==> src/rtl/oob_pkg.sv <==
package oob_pkg;
  localparam logic [31:0] PRIM_ALIGN = 32'h7B4A4ABC;
  localparam logic [31:0] PRIM_SYNC  = 32'hB5B5957C;
  localparam logic [31:0] PAT_D102   = 32'h4A4A4A4A;
  localparam logic [7:0]  K_ALIGN_LO = 8'hBC;
  localparam logic [7:0]  K_SYNC_LO  = 8'h7C;

  typedef enum logic [2:0] {
    ST_RESET     = 3'd0,
    ST_WAIT_INIT = 3'd1,
    ST_WAKE      = 3'd2,
    ST_WAIT_WAKE = 3'd3,
    ST_D102      = 3'd4,
    ST_ALIGN     = 3'd5,
    ST_LINKUP    = 3'd6
  } oob_state_e;
endpackage

==> src/rtl/oob_timer.sv <==
module oob_timer #(
  parameter int unsigned INIT_CYC  = 2500000,
  parameter int unsigned ALIGN_CYC = 220000
) (
  input  logic clk_i,
  input  logic rst_ni,
  input  logic restart_i,
  input  logic sel_align_i,
  output logic expired_o
);
  localparam int unsigned MAXC = (INIT_CYC > ALIGN_CYC) ? INIT_CYC : ALIGN_CYC;
  localparam int unsigned CW   = $clog2(MAXC + 1);
  localparam logic [CW-1:0] INIT_LAST  = CW'(INIT_CYC - 1);
  localparam logic [CW-1:0] ALIGN_LAST = CW'(ALIGN_CYC - 1);
  localparam logic [CW-1:0] CNT_MAX    = '1;

  logic [CW-1:0] cnt_q;

  always_ff @(posedge clk_i or negedge rst_ni) begin
    if (!rst_ni)             cnt_q <= '0;
    else if (restart_i)      cnt_q <= '0;
    else if (cnt_q != CNT_MAX) cnt_q <= cnt_q + 1'b1;
  end

  assign expired_o = (cnt_q == (sel_align_i ? ALIGN_LAST : INIT_LAST));


  restart_clears_chk: assert property (@(posedge clk_i) disable iff (!rst_ni)
    $past(restart_i) |-> cnt_q == '0);
endmodule

==> src/rtl/rx_prim_check.sv <==
module rx_prim_check #(
  parameter int unsigned SYNC_RUN = 3
) (
  input  logic        clk_i,
  input  logic        rst_ni,
  input  logic [31:0] rx_data_i,
  input  logic        rx_ctrl_i,
  input  logic        run_clear_i,
  output logic        align_o,
  output logic        sync_o,
  output logic        sync_done_o,
  output logic        bad_ctrl_o
);
  import oob_pkg::*;
  localparam int unsigned RW = $clog2(SYNC_RUN + 1);
  localparam logic [RW-1:0] RUN_LAST = RW'(SYNC_RUN - 1);

  logic [RW-1:0] run_q;

  assign align_o     = rx_ctrl_i && (rx_data_i == PRIM_ALIGN);
  assign sync_o      = rx_ctrl_i && (rx_data_i == PRIM_SYNC);
  assign sync_done_o = sync_o && (run_q == RUN_LAST);
  assign bad_ctrl_o  = rx_ctrl_i && (rx_data_i[7:0] != K_ALIGN_LO) &&
                       (rx_data_i[7:0] != K_SYNC_LO);

  always_ff @(posedge clk_i or negedge rst_ni) begin
    if (!rst_ni)          run_q <= '0;
    else if (run_clear_i) run_q <= '0;
    else if (!sync_o)     run_q <= '0;
    else if (run_q != RUN_LAST) run_q <= run_q + 1'b1;
  end


  run_needs_prior_sync_chk: assert property (@(posedge clk_i) disable iff (!rst_ni)
    (run_q != '0) |-> $past(rx_ctrl_i && rx_data_i == PRIM_SYNC));
endmodule

==> src/rtl/tx_word_gen.sv <==
module tx_word_gen (
  input  logic                clk_i,
  input  logic                rst_ni,
  input  oob_pkg::oob_state_e state_i,
  output logic [31:0]         tx_data_o,
  output logic                tx_ctrl_o
);
  import oob_pkg::*;
  logic alt_q;

  always_ff @(posedge clk_i or negedge rst_ni) begin
    if (!rst_ni) alt_q <= 1'b0;
    else         alt_q <= (state_i == ST_LINKUP) ? ~alt_q : 1'b0;
  end

  always_comb begin
    tx_data_o = '0;
    tx_ctrl_o = 1'b0;
    unique case (state_i)
      ST_D102:   tx_data_o = PAT_D102;
      ST_ALIGN:  begin tx_data_o = PRIM_ALIGN; tx_ctrl_o = 1'b1; end
      ST_LINKUP: begin tx_data_o = alt_q ? PRIM_SYNC : PRIM_ALIGN; tx_ctrl_o = 1'b1; end
      default: ;
    endcase
  end
endmodule

==> src/rtl/link_oob_ctrl.sv <==
module link_oob_ctrl #(
  parameter int unsigned INIT_CYC  = 2500000,
  parameter int unsigned ALIGN_CYC = 220000,
  parameter int unsigned SYNC_RUN  = 3
) (
  input  logic        clk_i,
  input  logic        rst_ni,
  input  logic        burst_done_i,
  input  logic        cominit_det_i,
  input  logic        comwake_det_i,
  input  logic [31:0] rx_data_i,
  input  logic        rx_ctrl_i,
  output logic        comreset_req_o,
  output logic        comwake_req_o,
  output logic [31:0] tx_data_o,
  output logic        tx_ctrl_o,
  output logic        phy_rdy_o
);
  import oob_pkg::*;

  oob_state_e state_q, state_d;
  logic expired, rx_align, rx_sync, sync_done, bad_ctrl;

  oob_timer #(.INIT_CYC(INIT_CYC), .ALIGN_CYC(ALIGN_CYC)) u_timer (
    .clk_i, .rst_ni,
    .restart_i  (state_d != state_q),
    .sel_align_i(state_q == ST_D102),
    .expired_o  (expired)
  );

  rx_prim_check #(.SYNC_RUN(SYNC_RUN)) u_rx (
    .clk_i, .rst_ni, .rx_data_i, .rx_ctrl_i,
    .run_clear_i(state_q != ST_ALIGN),
    .align_o    (rx_align),
    .sync_o     (rx_sync),
    .sync_done_o(sync_done),
    .bad_ctrl_o (bad_ctrl)
  );

  tx_word_gen u_tx (
    .clk_i, .rst_ni, .state_i(state_q), .tx_data_o, .tx_ctrl_o
  );

  always_comb begin
    state_d = state_q;
    unique case (state_q)
      ST_RESET:     if (burst_done_i) state_d = ST_WAIT_INIT;
      ST_WAIT_INIT: if (cominit_det_i) state_d = ST_WAKE;
                    else if (expired)  state_d = ST_RESET;
      ST_WAKE:      if (burst_done_i) state_d = ST_WAIT_WAKE;
      ST_WAIT_WAKE: if (comwake_det_i) state_d = ST_D102;
      ST_D102:      if (rx_align)     state_d = ST_ALIGN;
                    else if (expired) state_d = ST_RESET;
      ST_ALIGN:     if (sync_done)    state_d = ST_LINKUP;
      ST_LINKUP:    if (cominit_det_i || bad_ctrl) state_d = ST_RESET;
      default:      state_d = ST_RESET;
    endcase
  end

  always_ff @(posedge clk_i or negedge rst_ni) begin
    if (!rst_ni) state_q <= ST_RESET;
    else         state_q <= state_d;
  end

  assign comreset_req_o = (state_q == ST_RESET);
  assign comwake_req_o  = (state_q == ST_WAKE);
  assign phy_rdy_o      = (state_q == ST_LINKUP);


  d102_after_wake_chk: assert property (@(posedge clk_i) disable iff (!rst_ni)
    (state_q == ST_D102 && $past(state_q) != ST_D102) |-> $past(comwake_det_i));

  rdy_after_sync_chk: assert property (@(posedge clk_i) disable iff (!rst_ni)
    $rose(phy_rdy_o) |-> $past(rx_ctrl_i && rx_data_i == PRIM_SYNC));

  linkup_alternate_chk: assert property (@(posedge clk_i) disable iff (!rst_ni)
    (phy_rdy_o && $past(phy_rdy_o)) |-> (tx_data_o != $past(tx_data_o)));

  cominit_drop_chk: assert property (@(posedge clk_i) disable iff (!rst_ni)
    $past(phy_rdy_o && cominit_det_i) |-> !phy_rdy_o);
endmodule

==> config.mk <==
export PLATFORM = sky130hd
export DESIGN_NAME = link_oob_ctrl
export DESIGN_NICKNAME = d
export VERILOG_FILES = /design/src/rtl/oob_pkg.sv /design/src/rtl/oob_timer.sv /design/src/rtl/rx_prim_check.sv /design/src/rtl/tx_word_gen.sv /design/src/rtl/link_oob_ctrl.sv
export SDC_FILE = /design/constraint.sdc
export NUM_CORES = 1
export LEC_CHECK = 0
export BUFFER_PORTS_ARGS = -buffer_cell sky130_fd_sc_hd__buf_2
export CAP_MARGIN = 25
export CORE_ASPECT_RATIO = 1.25
export CORE_MARGIN = 3
export CORE_UTILIZATION = 28
export DETAILED_ROUTE_END_ITERATION = 10
export SYNTH_ARGS = -nofsm -noshare
export SYNTH_HDL_FRONTEND = slang
export SYNTH_SLANG_ARGS = --single-unit
==> constraint.sdc <==
create_clock -name clk_i -period 3.3 [get_ports clk_i]
set_input_delay 0.165 -clock clk_i [delete_from_list [all_inputs] [get_ports clk_i]]
set_output_delay 0.165 -clock clk_i [all_outputs]
set_load 0.01 [all_outputs]
==> flow_summary.ini <==
[yosys]
synth.most_common_cell = nand2_1
async_flop_share_pct = 100
netlist_instances = 297
synth-warning-count = 0
synth_area_per_cell_um2 = 8.25
synthTopCellsByCount = 37 x nand2_1, 28 x dfrtp_1, 27 x buf_4, 24 x nor3_1, 17 x xor2_1
synth_seq_cells = 28
synth_flop_cell = dfrtp_1
synth_edf_count = 0
synth_top_cell_by_area = dfrtp_1
synthTopCellsByArea = dfrtp_1 29%, buf_4 8.3%, xor2_1 6.1%, nand2_1 5.7%, nor3_1 4.9%
synth_cell_types = 51
netlist_area_um2 = 2450
ys_seq_area_share_pct = 28.6
synth_top_cell_area_share_pct = 28.6

[routing]
vias = 2215
drt-vias-per-instance = 4.89
ant_nets = 0
drc = 0
drt_iter0_drc = 68
wire_per_inst_um = 12.3
routed_wl_mm = 5.56
first_pass_iters = 4

[setup_path]
cp_slowest_cell = dfrtp_1
cp_slowest_stage_delay_ps = 620
crit_chain = or3b_1 > o41ai_4 > o2111ai_2 > a211oi_2 > buf_4 > nor3_1
crit_fanout = 22
arrival_ps = 2630
worstSetupPathType = reg2reg
critPathCaptureType = flip-flop
crit_path_start_kind = flip-flop
cp.required_ps = 3460

[power]
clkPwrFrac_pct = 20.6
power_frac_comb_pct = 46.5
p_int_mw = 0.760
peakVddDrop_v = 0.000256
p_switching_mw = 0.573
p_seq_share_pct = 32.8
powerDensity_nw_per_um2 = 481
power.leakage_nw = 1.30
power_switching_share_pct = 43.0

[hold_path]
min_path_type = in2reg

[sta]
max_freq_mhz = 405
hold_violations = 0
rsz0062_at_grt = no
worst_pin_slew_ps = 643
finalCritPeriodShare_pct = 74.8
setup_viol = 0
fin_crit_ps = 2470
setup_tns_ps = 0
relSlewSlack_pct = 57.2
slew_violations = 0
skew_ps = 3.33

[die]
die_y_um = 111
io_pins = 74
core_um2 = 8380
fp-row-count = 37
die-area_um2 = 9920
start_util_pct = 29.3
die_x_um = 89.7

[cts]
clock_sinks = 28
clockBufferDepth = 2
cts_root_buf = clkbuf_8
cts_tree = done
clk_pin_slew_ps = 100
htreeDepth = 1
numCtsBuffers = 3
clock_latency_ps = 280

[cells_and_area]
fin_nets = 377
insertedDiodeCount = 0
fillers = 876
utilization_pct = 33.1
syn2layout_area_growth_pct = 13.1
drive_gt1_share_pct = 27.7

[global_route]
grt_max_degree = 29
grt_pass1_vias = 2087
grt.total_usage_pct = 11.5
grt_remaining_overflow = 0
grt_antenna_before_repair = 0
grt_pass1_wl_mm = 9.47

[run]
drv_cap = 0

[placed_design]
hpwl_mm = 4.19
place.gp.congestion = 0.797
io_buffers = 71

[outcome]
outcome = complete, no violations
-- power groups by stage --
| stage | Clock (mW) | Combinational, mW | Sequential [mW] |
|---|---|---|---|
| finish | 0.275 | 0.620 | 0.437 |
| global route | 0.294 | 0.700 | 0.447 |
| CTS | 0.284 | 0.632 | 0.436 |
| detailed placement | 0 | 0.631 | 0.443 |
| global placement | 0 | 0.623 | 0.441 |
| floorplan | 0 | 0.585 | 0.402 |
-- registers in the layout, indices dropped and copies added (netlist names) --
name,cells
state_q,3
u_rx.run_q,2
u_timer.cnt_q,22
u_tx.alt_q,1
-- repair_timing --
action | 4_1_cts | 5_1_grt
resized for setup | 0 | 0
hold buffers | 1 | 0
endpoints found under the hold margin | 28 | 0
setup buffers | 0 | 0
-- area by class of cell --
class	instances	area, µm²	share of cell area, %
Clock buffer	3	41.3	1.49
Clock inverter	1	30.0	1.08
Multi-Input combinational cell	220	1430	51.7
Timing Repair Buffer	75	388	14.0
Inverter	9	33.8	1.22
Tap cell	117	146	5.28
Sequential cell	28	701	25.3
-- metrics by stage --
step	total power [mW]	area (µm²)	setup slack, ps	cells	hold slack [ps]
2_1_floorplan	0.986	2450	1190	298	-131
3_3_place_gp	1.06	2690	913	448	224
3_5_place_dp	1.07	2690	829	448	235
4_1_cts	1.35	2770	817	453	263
5_1_grt	1.44	2770	659	453	291
6_report	1.33	2770	830	453	263
-- cells by family after synthesis --
family                     synth area share [%]
and+or+nand+nor                            37.7
buffers and inverters                      13.3
AOI/OAI and AO/OA                          10.7
DFF                                        28.6
xor gates and xnor gates                   7.15
muxes                                      1.33
adders and majority gates                  1.02
other                                     0.153
-- final timing paths --
kind | to | from | slack [ps] | cells after the start
min in group asynchronous | u_timer.cnt_q[19]$_DFFE_PN0P_ | rst_ni | 440 | 2
max in group asynchronous | u_timer.cnt_q[11]$_DFFE_PN0P_ | rst_ni | 2450 | 2
setup / recovery | u_timer.cnt_q[18]$_DFFE_PN0P_ | state_q[2]$_DFF_PN0_ | 830 | 6
hold / removal | state_q[2]$_DFF_PN0_ | rx_ctrl_i | 260 | 4
setup reg to reg | u_timer.cnt_q[18]$_DFFE_PN0P_ | state_q[2]$_DFF_PN0_ | 830 | 6
hold reg to reg | u_tx.alt_q$_DFF_PN0_ | u_tx.alt_q$_DFF_PN0_ | 490 | 1
-- worst max-delay path, delay by kind of cell (launching register included) --
kind,cells,cell delay (ps)
AOI/OAI and AO/OA,3,790
buffers and inverters,1,300
DFF,1,620
and+or+nand+nor,2,630
-- metal layers --
metal,up-vias,track usage (%),part of all wire [%]
li1,1115,-,-
met1,1052,14.3,43
met2,44,20.2,52
met3,4,1.64,4.1
met4,0,2.78,0.65
met5,-,0,0
-- cells in the final DEF, fill, tap and decap left out, types with 9 or more instances in the layout --
| cell type | instances |
|---|---|
| a21oi_1 | 12 |
| buf_2 | 71 |
| dfrtp_1 | 28 |
| inv_1 | 9 |
| nand2_1 | 37 |
| nand4_1 | 9 |
| nor2_1 | 12 |
| nor3_1 | 23 |
| nor4bb_1 | 10 |
| xor2_1 | 17 |
No activity file was read; power rests on OpenSTA's default activity.
